<file path="config.mk">
export PLATFORM = sky130hd
export DESIGN_NAME = rmw_unit
export DESIGN_NICKNAME = d
export VERILOG_FILES = /design/src/rtl/rmw_pkg.sv /design/src/rtl/rmw_premod.sv /design/src/rtl/rmw_adder.sv /design/src/rtl/rmw_unit.sv
export SDC_FILE = /design/constraint.sdc
export NUM_CORES = 1
export LEC_CHECK = 0
export BUFFER_PORTS_ARGS = -buffer_cell sky130_fd_sc_hd__buf_2
export CORE_MARGIN = 2
export CORE_UTILIZATION = 26
export DETAILED_ROUTE_END_ITERATION = 8
export PLACE_DENSITY = 0.49
export SETUP_SLACK_MARGIN = 0.1
export SYNTH_ARGS = -nofsm -noshare
export SYNTH_HDL_FRONTEND = slang
export SYNTH_SLANG_ARGS = --single-unit
</file>
<file path="constraint.sdc">
create_clock -name clk -period 11.9 [get_ports clk]
set_input_delay 1.19 -clock clk [delete_from_list [all_inputs] [get_ports clk]]
set_output_delay 1.19 -clock clk [all_outputs]
set_load 0.02 [all_outputs]
</file>
<file path="src/rtl/rmw_pkg.sv">
`timescale 1ns/1ps
package rmw_pkg;

  typedef enum logic [3:0] {
    OP_SHL_OR   = 4'd0,
    OP_ROL_AND  = 4'd1,
    OP_SHR_XOR  = 4'd2,
    OP_ROR_ADD  = 4'd3,
    OP_DEC_CMP  = 4'd4,
    OP_INC_SUB  = 4'd5,
    OP_AND_CARRY= 4'd6,
    OP_AND_ROR  = 4'd7,
    OP_SUB_XA   = 4'd8,
    OP_LOAD_SM  = 4'd9,
    OP_MASK_AXM = 4'd10,
    OP_MASK_AM  = 4'd11,
    OP_ST_AX    = 4'd12,
    OP_ST_X7    = 4'd13,
    OP_ST_Y7    = 4'd14,
    OP_ST_SAX7  = 4'd15
  } rmw_op_e;

  typedef enum logic [2:0] {
    PRE_PASS = 3'd0,
    PRE_SHL  = 3'd1,
    PRE_ROL  = 3'd2,
    PRE_SHR  = 3'd3,
    PRE_ROR  = 3'd4,
    PRE_INC  = 3'd5,
    PRE_DEC  = 3'd6
  } pre_e;

endpackage

</file>
<file path="src/rtl/rmw_premod.sv">
`timescale 1ns/1ps
// Memory-side pre-operation: shift, rotate, increment or decrement.
module rmw_premod
  import rmw_pkg::*;
#(
  parameter int W = 8
) (
  input  pre_e         sel_i,
  input  logic [W-1:0] m_i,
  input  logic         c_i,
  output logic [W-1:0] m_o,
  output logic         c_o
);

  always_comb begin
    m_o = m_i;
    c_o = c_i;
    unique case (sel_i)
      PRE_SHL: {c_o, m_o} = {m_i, 1'b0};
      PRE_ROL: {c_o, m_o} = {m_i, c_i};
      PRE_SHR: {m_o, c_o} = {1'b0, m_i};
      PRE_ROR: {m_o, c_o} = {c_i, m_i};
      PRE_INC: m_o = m_i + W'(1);
      PRE_DEC: m_o = m_i - W'(1);
      default: begin
        m_o = m_i;
        c_o = c_i;
      end
    endcase
  end

endmodule

</file>
<file path="src/rtl/rmw_adder.sv">
`timescale 1ns/1ps
// Shared add/subtract with per-nibble decimal correction.
module rmw_adder #(
  parameter int W = 8
) (
  input  logic [W-1:0] a_i,
  input  logic [W-1:0] b_i,
  input  logic         cin_i,
  input  logic         sub_i,
  input  logic         dec_i,
  output logic [W-1:0] sum_o,
  output logic         cout_o,
  output logic         n_o,
  output logic         z_o,
  output logic         v_o
);

  localparam int NIB = W / 4;

  logic [W-1:0] b_eff;
  logic [W:0]   bsum;
  logic         bin_v;
  logic [W-1:0] dsum;
  logic         dcarry;
  logic [3:0]   top_raw;

  assign b_eff = sub_i ? ~b_i : b_i;
  assign bsum  = {1'b0, a_i} + {1'b0, b_eff} + {{W{1'b0}}, cin_i};
  assign bin_v = (a_i[W-1] == b_eff[W-1]) && (bsum[W-1] != a_i[W-1]);

  always_comb begin
    logic [5:0] raw;
    logic       chain;
    logic       brw;
    dsum    = '0;
    top_raw = '0;
    chain   = cin_i;
    brw     = ~cin_i;
    raw     = '0;
    for (int i = 0; i < NIB; i++) begin
      if (!sub_i) begin
        raw = 6'(a_i[i*4 +: 4]) + 6'(b_i[i*4 +: 4]) + 6'(chain);
        if (i == NIB - 1) top_raw = raw[3:0];
        if (raw > 6'd9) raw = raw + 6'd6;
        chain = (raw > 6'd15);
      end else begin
        raw = 6'(a_i[i*4 +: 4]) - 6'(b_i[i*4 +: 4]) - 6'(brw);
        brw = raw[5];
        if (brw) raw = raw - 6'd6;
      end
      dsum[i*4 +: 4] = raw[3:0];
    end
    dcarry = chain;
  end

  always_comb begin
    z_o = (bsum[W-1:0] == '0);
    if (dec_i && !sub_i) begin
      sum_o  = dsum;
      cout_o = dcarry;
      n_o    = top_raw[3];
      v_o    = (a_i[W-1] == b_i[W-1]) && (top_raw[3] != a_i[W-1]);
    end else begin
      sum_o  = dec_i ? dsum : bsum[W-1:0];
      cout_o = bsum[W];
      n_o    = bsum[W-1];
      v_o    = bin_v;
    end
  end

endmodule

</file>
<file path="src/rtl/rmw_unit.sv">
`timescale 1ns/1ps
// Compound read-modify-write logic unit, one registered stage.
module rmw_unit
  import rmw_pkg::*;
#(
  parameter int           W        = 8,
  parameter logic [W-1:0] LOW_MASK = W'('h07),
  parameter logic [W-1:0] OR_CONST = W'('hEE)
) (
  input  logic         clk,
  input  logic         rst,
  input  logic [3:0]   op_i,
  input  logic [W-1:0] a_i,
  input  logic [W-1:0] x_i,
  input  logic [W-1:0] y_i,
  input  logic [W-1:0] s_i,
  input  logic [W-1:0] m_i,
  input  logic         c_i,
  input  logic         d_i,
  output logic         mem_we_o,
  output logic [W-1:0] mem_o,
  output logic         a_we_o,
  output logic [W-1:0] a_o,
  output logic         x_we_o,
  output logic [W-1:0] x_o,
  output logic         s_we_o,
  output logic [W-1:0] s_o,
  output logic         nz_we_o,
  output logic         n_o,
  output logic         z_o,
  output logic         c_we_o,
  output logic         c_o,
  output logic         v_we_o,
  output logic         v_o
);

  rmw_op_e      op;
  pre_e         pre_sel;
  logic [W-1:0] pre_m;
  logic         pre_c;

  logic [W-1:0] add_a, add_b, add_sum;
  logic         add_cin, add_sub, add_dec, add_cout, add_n, add_z, add_v;

  logic         nx_mem_we, nx_a_we, nx_x_we, nx_s_we, nx_nz_we, nx_c_we, nx_v_we;
  logic [W-1:0] nx_mem, nx_a, nx_x, nx_s;
  logic         nx_n, nx_z, nx_c, nx_v;

  assign op = rmw_op_e'(op_i);

  always_comb begin
    unique case (op)
      OP_SHL_OR:  pre_sel = PRE_SHL;
      OP_ROL_AND: pre_sel = PRE_ROL;
      OP_SHR_XOR: pre_sel = PRE_SHR;
      OP_ROR_ADD: pre_sel = PRE_ROR;
      OP_DEC_CMP: pre_sel = PRE_DEC;
      OP_INC_SUB: pre_sel = PRE_INC;
      default:    pre_sel = PRE_PASS;
    endcase
  end

  rmw_premod #(.W(W)) u_pre (
    .sel_i (pre_sel),
    .m_i   (m_i),
    .c_i   (c_i),
    .m_o   (pre_m),
    .c_o   (pre_c)
  );

  always_comb begin
    add_a   = a_i;
    add_b   = pre_m;
    add_cin = c_i;
    add_sub = 1'b0;
    add_dec = 1'b0;
    unique case (op)
      OP_ROR_ADD: begin
        add_cin = pre_c;
        add_dec = d_i;
      end
      OP_INC_SUB: begin
        add_sub = 1'b1;
        add_dec = d_i;
      end
      OP_DEC_CMP: begin
        add_cin = 1'b1;
        add_sub = 1'b1;
      end
      OP_SUB_XA: begin
        add_a   = x_i & a_i;
        add_b   = m_i;
        add_cin = 1'b1;
        add_sub = 1'b1;
      end
      default: ;
    endcase
  end

  rmw_adder #(.W(W)) u_add (
    .a_i    (add_a),
    .b_i    (add_b),
    .cin_i  (add_cin),
    .sub_i  (add_sub),
    .dec_i  (add_dec),
    .sum_o  (add_sum),
    .cout_o (add_cout),
    .n_o    (add_n),
    .z_o    (add_z),
    .v_o    (add_v)
  );

  always_comb begin
    logic [W-1:0] t;
    logic [W-1:0] nz_src;
    logic         nz_from_add;
    t           = a_i & m_i;
    nz_src      = '0;
    nz_from_add = 1'b0;
    nx_mem_we = 1'b0; nx_mem = m_i;
    nx_a_we   = 1'b0; nx_a   = a_i;
    nx_x_we   = 1'b0; nx_x   = x_i;
    nx_s_we   = 1'b0; nx_s   = s_i;
    nx_nz_we  = 1'b0; nx_c_we = 1'b0; nx_v_we = 1'b0;
    nx_n = 1'b0; nx_z = 1'b0; nx_c = 1'b0; nx_v = 1'b0;
    unique case (op)
      OP_SHL_OR, OP_ROL_AND, OP_SHR_XOR: begin
        nx_mem_we = 1'b1; nx_mem = pre_m;
        nx_a_we   = 1'b1;
        if (op == OP_SHL_OR)       nx_a = a_i | pre_m;
        else if (op == OP_ROL_AND) nx_a = a_i & pre_m;
        else                       nx_a = a_i ^ pre_m;
        nx_c_we = 1'b1; nx_c = pre_c;
        nx_nz_we = 1'b1; nz_src = nx_a;
      end
      OP_ROR_ADD, OP_INC_SUB: begin
        nx_mem_we = 1'b1; nx_mem = pre_m;
        nx_a_we   = 1'b1; nx_a   = add_sum;
        nx_c_we = 1'b1; nx_c = add_cout;
        nx_v_we = 1'b1; nx_v = add_v;
        nx_nz_we = 1'b1; nz_from_add = 1'b1;
      end
      OP_DEC_CMP: begin
        nx_mem_we = 1'b1; nx_mem = pre_m;
        nx_c_we = 1'b1; nx_c = add_cout;
        nx_nz_we = 1'b1; nz_from_add = 1'b1;
      end
      OP_AND_CARRY: begin
        nx_a_we = 1'b1; nx_a = t;
        nx_c_we = 1'b1; nx_c = t[W-1];
        nx_nz_we = 1'b1; nz_src = t;
      end
      OP_AND_ROR: begin
        nx_a_we = 1'b1; nx_a = {c_i, t[W-1:1]};
        nx_c_we = 1'b1; nx_c = t[W-1];
        nx_v_we = 1'b1; nx_v = t[W-1] ^ t[W-2];
        nx_nz_we = 1'b1; nz_src = {c_i, t[W-1:1]};
      end
      OP_SUB_XA: begin
        nx_x_we = 1'b1; nx_x = add_sum;
        nx_c_we = 1'b1; nx_c = add_cout;
        nx_nz_we = 1'b1; nz_from_add = 1'b1;
      end
      OP_LOAD_SM: begin
        nx_a_we = 1'b1; nx_a = s_i & m_i;
        nx_x_we = 1'b1; nx_x = s_i & m_i;
        nx_s_we = 1'b1; nx_s = s_i & m_i;
        nx_nz_we = 1'b1; nz_src = s_i & m_i;
      end
      OP_MASK_AXM: begin
        nx_a_we = 1'b1; nx_a = (a_i | OR_CONST) & x_i & m_i;
        nx_nz_we = 1'b1; nz_src = nx_a;
      end
      OP_MASK_AM: begin
        nx_a_we = 1'b1; nx_a = (a_i | OR_CONST) & m_i;
        nx_x_we = 1'b1; nx_x = (a_i | OR_CONST) & m_i;
        nx_nz_we = 1'b1; nz_src = nx_a;
      end
      OP_ST_AX: begin
        nx_mem_we = 1'b1; nx_mem = a_i & x_i;
      end
      OP_ST_X7: begin
        nx_mem_we = 1'b1; nx_mem = x_i & LOW_MASK;
      end
      OP_ST_Y7: begin
        nx_mem_we = 1'b1; nx_mem = y_i & LOW_MASK;
      end
      OP_ST_SAX7: begin
        nx_s_we   = 1'b1; nx_s   = a_i & x_i;
        nx_mem_we = 1'b1; nx_mem = a_i & x_i & LOW_MASK;
      end
      default: ;
    endcase
    if (nx_nz_we) begin
      nx_n = nz_from_add ? add_n : nz_src[W-1];
      nx_z = nz_from_add ? add_z : (nz_src == '0);
    end
  end

  always_ff @(posedge clk) begin
    if (rst) begin
      mem_we_o <= 1'b0; mem_o <= '0;
      a_we_o   <= 1'b0; a_o   <= '0;
      x_we_o   <= 1'b0; x_o   <= '0;
      s_we_o   <= 1'b0; s_o   <= '0;
      nz_we_o  <= 1'b0; n_o   <= 1'b0; z_o <= 1'b0;
      c_we_o   <= 1'b0; c_o   <= 1'b0;
      v_we_o   <= 1'b0; v_o   <= 1'b0;
    end else begin
      mem_we_o <= nx_mem_we; mem_o <= nx_mem;
      a_we_o   <= nx_a_we;   a_o   <= nx_a;
      x_we_o   <= nx_x_we;   x_o   <= nx_x;
      s_we_o   <= nx_s_we;   s_o   <= nx_s;
      nz_we_o  <= nx_nz_we;  n_o   <= nx_n; z_o <= nx_z;
      c_we_o   <= nx_c_we;   c_o   <= nx_c;
      v_we_o   <= nx_v_we;   v_o   <= nx_v;
    end
  end

endmodule

</file>
Yosys cells after proc, flatten, opt, wreduce, memory -nomap -nowiden
Cells that the tools add are included.
W data, S select, Z words.
{ "totals": {"regBits": 43, "input_bits": 48, "out_inout_bits": 43, "word_cells": 142} }
{ "op_classes": {"mux": 45, "magnitude_cmp": 4, "bitwise_logic": 13, "n_reduce_logical": 24, "add_sub_neg": 16, "eq_ne": 25} }
{ "ops": {"columns": ["operator", "n"], "rows": [
  ["$pmux W8 S6", 2],
  ["$and A8 B8 Y8", 7],
  ["$mux W8", 7],
  ["$pmux W8 S7", 1],
  ["$pmux W8 S5", 1],
  ["$eq A4 B4 Y1 const B", 8],
  ["$gt A6 B4 Y1 const B", 4],
  ["$mux W6", 4],
  ["$pmux W8 S3", 1],
  ["$mux W4", 5],
  ["$reduce_or A10 Y1", 2],
  ["$mux W1", 18],
  ["$pmux W3 S6", 1],
  ["$eq A4 B3 Y1 const B", 4],
  ["$logic_not A8 Y1", 2],
  ["$pmux W8 S2", 1],
  ["$reduce_or A2 Y1", 7],
  ["$add A6 B1 Y6", 2],
  ["$add A6 B3 Y6 const B", 2],
  ["$reduce_or A12 Y1", 1],
  ["$reduce_or A3 Y1", 4],
  ["$sub A6 B1 Y6", 2],
  ["$add A4 B4 Y5", 2],
  ["$sub A4 B4 Y5", 2],
  ["other kinds (25)", 37]
]} }

Logic depth before layout (Yosys ltp)
{ "logic_depth": {"ltp_word": 20, "mapped_depth": 29, "depth_no_buf": 25} }

Cells and area by module
From an unflattened synthesis, not the netlist that was laid out.
{ "unflattened": {"cells_unflattened": 772, "hier_area_um2": 5725.5} }
{ "modules_own_cells": {"columns": ["module", "area_each_um2", "seq_area_each_um2", "instances", "cells_per_inst"], "rows": [
  ["rmw_unit", 2901.5, 860.8, 1, 395],
  ["rmw_adder", 1803.0, 0.0, 1, 232],
  ["rmw_premod", 1021.0, 0.0, 1, 145]
]} }

Least setup slack after synthesis
Ideal clock, no wire load.
{ "synth_timing": {"kind": "input -> register", "from": "input op_i[0]", "to": "register a_o[7]", "cell_stages": 28, "path_buffers": 4, "arrival_time_ns": 6.451, "slack_ns": 5.327, "required_time_ns": 11.778, "setup_ns": 0.122, "cell_sequence": "buf_2 > or2_1 > clkbuf_1 > nor2_1 > fa_1 > inv_1 > o21ai_1 > a221o_1 > inv_2 > fa_1 > inv_1 > ha_1 > clkbuf_1 > xor3_1 > ha_1 > nand2_1 > nor3_1 > a31oi_1 > a22oi_1 > o31ai_1 > ha_1 > ha_1 > clkbuf_1 > xnor2_1 > ha_1 > a211o_1 > a21oi_1 > a21oi_1"} }
{ "synth_between": {"elab_chain_len": 20, "elab_cells_between_ends": 69, "cone_classes": "13 x add/sub; 3 x order compare; 17 x eq/ne; 22 x mux; 5 x bitwise; 9 x reduce/logical"} }
{ "synth_rtl": {"columns": ["item", "line_no", "source"], "rows": [
  ["start, declared", "rmw_unit.sv:12", "input logic [3:0] op_i,"],
  ["$eq A4 B3 Y1 (tied with other cells)", "rmw_unit.sv:52, rmw_unit.sv:77, rmw_unit.sv:126", null],
  ["$pmux W3 S6", "rmw_unit.sv:52", "unique case (op)"],
  ["$eq A3 B3 Y1 (tied with other cells)", "rmw_premod.sv:18", "unique case (sel_i)"],
  ["$pmux W8 S6 / $reduce_or A2 Y1 (equally long branches)", null, null],
  ["$mux W8 / $pmux W1 S2 (equally long branches)", "rmw_unit.sv:77, rmw_premod.sv:18", null],
  ["$add A4 B4 Y5 / $pmux W1 S2 (equally long branches)", "rmw_adder.sv:42, rmw_unit.sv:77", null],
  ["$add A6 B1 Y6", "rmw_adder.sv:42", "raw = 6'(a_i[i*4 +: 4]) + 6'(b_i[i*4 +: 4]) + 6'(chain);"],
  ["$add A6 B3 Y6 / $gt A6 B4 Y1 (equally long branches)", "rmw_adder.sv:44", "if (raw > 6'd9) raw = raw + 6'd6;"],
  ["(+4 left out)", null, null],
  ["$add A6 B1 Y6", "rmw_adder.sv:42", null],
  ["$add A6 B3 Y6 / $gt A6 B4 Y1 (equally long branches)", "rmw_adder.sv:44", null],
  ["$mux W6", "rmw_adder.sv:44", null],
  ["$mux W6", "rmw_adder.sv:41", "if (!sub_i) begin"],
  ["$mux W4", "rmw_adder.sv:41", null],
  ["$mux W8", "rmw_adder.sv:64", "sum_o = dec_i ? dsum : bsum[W-1:0];"],
  ["$mux W8", "rmw_adder.sv:58", "if (dec_i && !sub_i) begin"],
  ["$pmux W8 S7 (*)", "rmw_unit.sv:126", "unique case (op)"],
  ["end signal, assigned", "rmw_unit.sv:211", "a_we_o <= nx_a_we; a_o <= nx_a;"],
  ["end, declared", "rmw_unit.sv:23", "output logic [W-1:0] a_o,"]
]} }
Every way passes the cells marked *; elsewhere a longest branch is shown, timed or not. The select of a mux whose other input is x is not followed.
A chain may end at the register's enable or synchronous reset.

Worst setup path in the final report
{ "layout_timing": {"from": "input op_i[3]", "to": "register v_o"} }
{ "layout_between": {"elab_chain_len": 18, "elab_cells_between_ends": 52, "cone_classes": "7 x add/sub; 2 x order compare; 17 x eq/ne; 15 x mux; 1 x bitwise; 10 x reduce/logical"} }
{ "layout_rtl": {"columns": ["item", "line_no", "source"], "rows": [
  ["$eq A4 B3 Y1 (tied with other cells)", "rmw_unit.sv:52, rmw_unit.sv:77, rmw_unit.sv:126", null],
  ["$pmux W3 S6", "rmw_unit.sv:52", null],
  ["$eq A3 B3 Y1 (tied with other cells)", "rmw_premod.sv:18", null],
  ["$pmux W8 S6 / $reduce_or A2 Y1 (equally long branches)", null, null],
  ["$mux W8 / $pmux W1 S2 (equally long branches)", "rmw_unit.sv:77, rmw_premod.sv:18", null],
  ["$add A4 B4 Y5 / $pmux W1 S2 (equally long branches)", "rmw_adder.sv:42, rmw_unit.sv:77", null],
  ["$add A6 B1 Y6", "rmw_adder.sv:42", null],
  ["$add A6 B3 Y6 / $gt A6 B4 Y1 (equally long branches)", "rmw_adder.sv:44", null],
  ["(+2 left out)", null, null],
  ["$gt A6 B4 Y1", "rmw_adder.sv:45", "chain = (raw > 6'd15);"],
  ["$mux W1", "rmw_adder.sv:41", null],
  ["$add A6 B1 Y6", "rmw_adder.sv:42", null],
  ["$mux W4", "rmw_adder.sv:41", null],
  ["$ne A1 B1 Y1", "rmw_adder.sv:62", "v_o = (a_i[W-1] == b_i[W-1]) && (top_raw[3] != a_i[W-1]);"],
  ["$logic_and A1 B1 Y1", "rmw_adder.sv:62", null],
  ["$mux W1", "rmw_adder.sv:58", null],
  ["$pmux W1 S2 (*)", "rmw_unit.sv:126", null],
  ["end signal, assigned", "rmw_unit.sv:216", "v_we_o <= nx_v_we; v_o <= nx_v;"],
  ["end, declared", "rmw_unit.sv:34", "output logic v_o"]
]} }
Marked as above.

==> impl_metrics.env <==
export IMPL_hold_path_class="in -> reg"
export IMPL_routabilityCongestion=0.864
export IMPL_power_frac_comb_pct=58.9
export IMPL_pre_cts_ws_ps=4130
export IMPL_seqPwrFrac_pct=21.7
export IMPL_register_area_um2=861
export IMPL_die_x_um=154
export IMPL_p_int_uw=393
export IMPL_cts_buffers=5
export IMPL_hold_viol=0
export IMPL_syn_to_final_growth_pct=12.8
export IMPL_worstPathArrival_ps=7770
export IMPL_path_delay_family="simple AND/OR/NAND/NOR gates"
export IMPL_cts_tree="yes"
export IMPL_first_pass_iters=5
export IMPL_p_per_area_nw_per_um2=110
export IMPL_setup_ws_ps=4330
export IMPL_status="finished clean"
export IMPL_ys_types=80
export IMPL_dieArea_um2=23700
export IMPL_grt_max_degree=52
export IMPL_cts_root_buf="clkbuf_16"
export IMPL_syn_avg_cell_area_um2=7.25
export IMPL_n_fill_cell=2412
export IMPL_clkPwrFrac_pct=19.4
export IMPL_core_um2=22000
export IMPL_cp_num_buf_inv=4
export IMPL_grtUsageTotal_pct=18.3
export IMPL_yosysWarnings=0
export IMPL_setup_violations=0
export IMPL_rows=54
export IMPL_hold_depth=3
export IMPL_period_share_pct=63.6
export IMPL_cts_resized=0
export IMPL_die_h_um=154
export IMPL_holdCritStartpoint="s_i[4]"
export IMPL_grt_pass1_vias=5826
export IMPL_synth_seq_cells=43
export IMPL_rsz0062_at_grt="false"
export IMPL_switchingPower_uw=332
export IMPL_syn_nets=919
export IMPL_post_drt_wl_per_cell_um=19.7
export IMPL_fin_nets=968
export IMPL_met2_usage_pct=28.8
export IMPL_switching_share_pct=45.8
export IMPL_p_total_uw=725
export IMPL_cpPeakStageDelay_ps=770
export IMPL_required_ps=12110
export IMPL_crit_path_end_kind="register"
export IMPL_dp_hpwl_mm=17.1
export IMPL_synth_ff_type="dfxtp_1"
export IMPL_worst_setup_path_start_kind="input port"
export IMPL_worstPathCellList="buf_2, nor2b_1, nand2_1, o21ai_0, inv_1, ha_1, inv_1, fa_1, inv_1, ha_1, xor3_1, ha_1, nand2_1, nor3_1, a31oi_1, a22oi_1, o31ai_1, ha_1, nand2_1, nor2_1, xnor2_1, mux2i_1, or4b_1, a21oi_1"
export IMPL_irDropWorstVdd_uv=60.1
export IMPL_startpoint="op_i[3]"
export IMPL_max_slew_margin_rel_pct=29.7
export IMPL_syn_inst=806
export IMPL_finalInstanceArea_um2=6590
export IMPL_maxSlewViolCount=0
export IMPL_grt_pass1_wl_mm=33.9
export IMPL_cp_common_cell="ha_1"
export IMPL_min_period_ps=7570
export IMPL_drive_gt1_share_pct=13.7
export IMPL_num_antenna_cells=0
export IMPL_cp_num_cells=24
export IMPL_cp_slowest_cell="nor2b_1"
export IMPL_synth_area_um2=5840
export IMPL_cts_path_max_buffers=2
export IMPL_cap_violations=0
export IMPL_drcViolationCount=0
export IMPL_critPathMaxFanout=36
export IMPL_worstMarginPinSlew_ps=1050
export IMPL_yosysSeqAreaShare_pct=14.7
export IMPL_cts_sinks=43
export IMPL_overflow=0
export IMPL_multiInputGateArea_um2=4560
export IMPL_fmax_mhz=132
export IMPL_start_util_pct=26.6
export IMPL_leakagePower_uw=0.00290
export IMPL_crit_type="in -> reg"
export IMPL_wirelength_mm=22.4
export IMPL_boundaryPins=91
export IMPL_vias=6330
export IMPL_grt_use_met1_pct=25.6
export IMPL_fin_tns_setup_ps=0
export IMPL_grt_antenna_before_repair=0
export IMPL_met3_usage_pct=2.93
export IMPL_vias_per_cell=5.57
export IMPL_post_cts_buffers=0
export IMPL_clk_pin_slew_worst_paths_ps=60
export IMPL_placed_cell_area_um2=6450
export IMPL_hold_buffers=0
export IMPL_antenna_left=0
export IMPL_port_buffers=85
export IMPL_drtIter0Drc=627
export IMPL_synthArstFlopShare_pct=0
export IMPL_htree_levels=2
export IMPL_top_usage_layer="met2"
export IMPL_synth_edf_count=0
## final timing paths
kind,to,slack (ps)
max,v_o$_SDFF_PP0_,4330
min,s_o[4]$_SDFF_PP0_,1140
## area by class of cell
type                       count  share of cell area [%]
clock buffer                   6                    1.95
sequential                    43                    13.1
tap                          280                    5.31
inverter                      56                    3.19
clock inverter                 2                   0.190
timing repair buffer          91                    7.14
multi-input combinational    658                    69.2
## per-layer routing
metal / part of all wire (%) / vias to the layer above
met5: 0 / -
met4: 2.4 / 0
met3: 6.7 / 38
met2: 45 / 267
met1: 46 / 2996
li1: - / 3029
## cells by family (layout without fill, tap and decap cells)
kind of cell | after synthesis | count (layout) | share of synthesized area [%]
XOR/XNOR | 41 | 41 | 7.28
AO/OA/AOI/OAI | 276 | 276 | 32.4
flip-flops | 43 | 43 | 14.7
buffers and inverters | 105 | 155 | 7.24
AND/OR/NAND/NOR | 257 | 257 | 20.3
adder cells (fa/ha/maj) | 65 | 65 | 14.8
multiplexers | 19 | 19 | 3.30
## flip-flops by register name, indices dropped and copies added (netlist names)
name / count
x_we_o: 1
x_o: 8
nz_we_o: 1
mem_o: 8
mem_we_o: 1
v_o: 1
c_o: 1
s_we_o: 1
a_o: 8
v_we_o: 1
z_o: 1
a_we_o: 1
s_o: 8
n_o: 1
c_we_o: 1
## metrics by stage
step           utilization [%]  std cells  hold WS, ps
3_5_place_dp              29.4       1128         1450
5_1_grt                   30.0       1136         1150
6_report                  30.0       1136         1140
4_1_cts                   30.0       1136         1140
2_1_floorplan                -        806         1330
3_3_place_gp              29.4       1128         1450
## cell usage after synthesis (17+ instances only)
master    count  area share [%]
nor2_1      100             6.4
mux2i_1      17             2.9
o21ai_0      31             2.7
clkbuf_1     26             1.7
buf_2        17             1.5
nand2_1      65             4.2
o21ai_1      24             2.1
nand3_1      21             1.8
a21o_1       19             2.4
dfxtp_1      43              15
a21oi_1      57             4.9
inv_1        45             2.9
xnor2_1      23             3.4
ha_1         58              12
## cells in the final DEF (no fill, tap or decap), types with 7 or more instances in the layout
cell type	instances
inv_2	10
nor2b_1	13
ha_1	58
inv_1	45
fa_1	7
a21o_1	19
xor2_1	12
nand3_1	21
nor3_1	12
nand2_1	65
buf_2	85
nand2b_1	13
o21ai_1	24
a22oi_1	7
mux2i_1	17
a21oi_1	57
o21ai_0	31
a32oi_1	13
o22ai_1	9
xnor2_1	23
a31oi_1	16
and3_1	8
a221oi_1	9
nor2_1	100
dfxtp_1	43
o211ai_1	11
a211oi_1	11
## tightest hold or removal path, delay by kind of cell
family	cells	cell delay (ps)
AO/OA/AOI/OAI	1	50
AND/OR/NAND/NOR	1	70
buffers and inverters	1	90
## power groups by stage
| stage | Combinational, uW | Clock, uW | Sequential (uW) |
|---|---|---|---|
| floorplan | 299 | 0 | 175 |
| global placement | 419 | 0 | 161 |
| detailed placement | 420 | 0 | 161 |
| CTS | 422 | 147 | 158 |
| global route | 469 | 151 | 159 |
| finish | 427 | 141 | 157 |
Power figures use the tool's default switching activity.
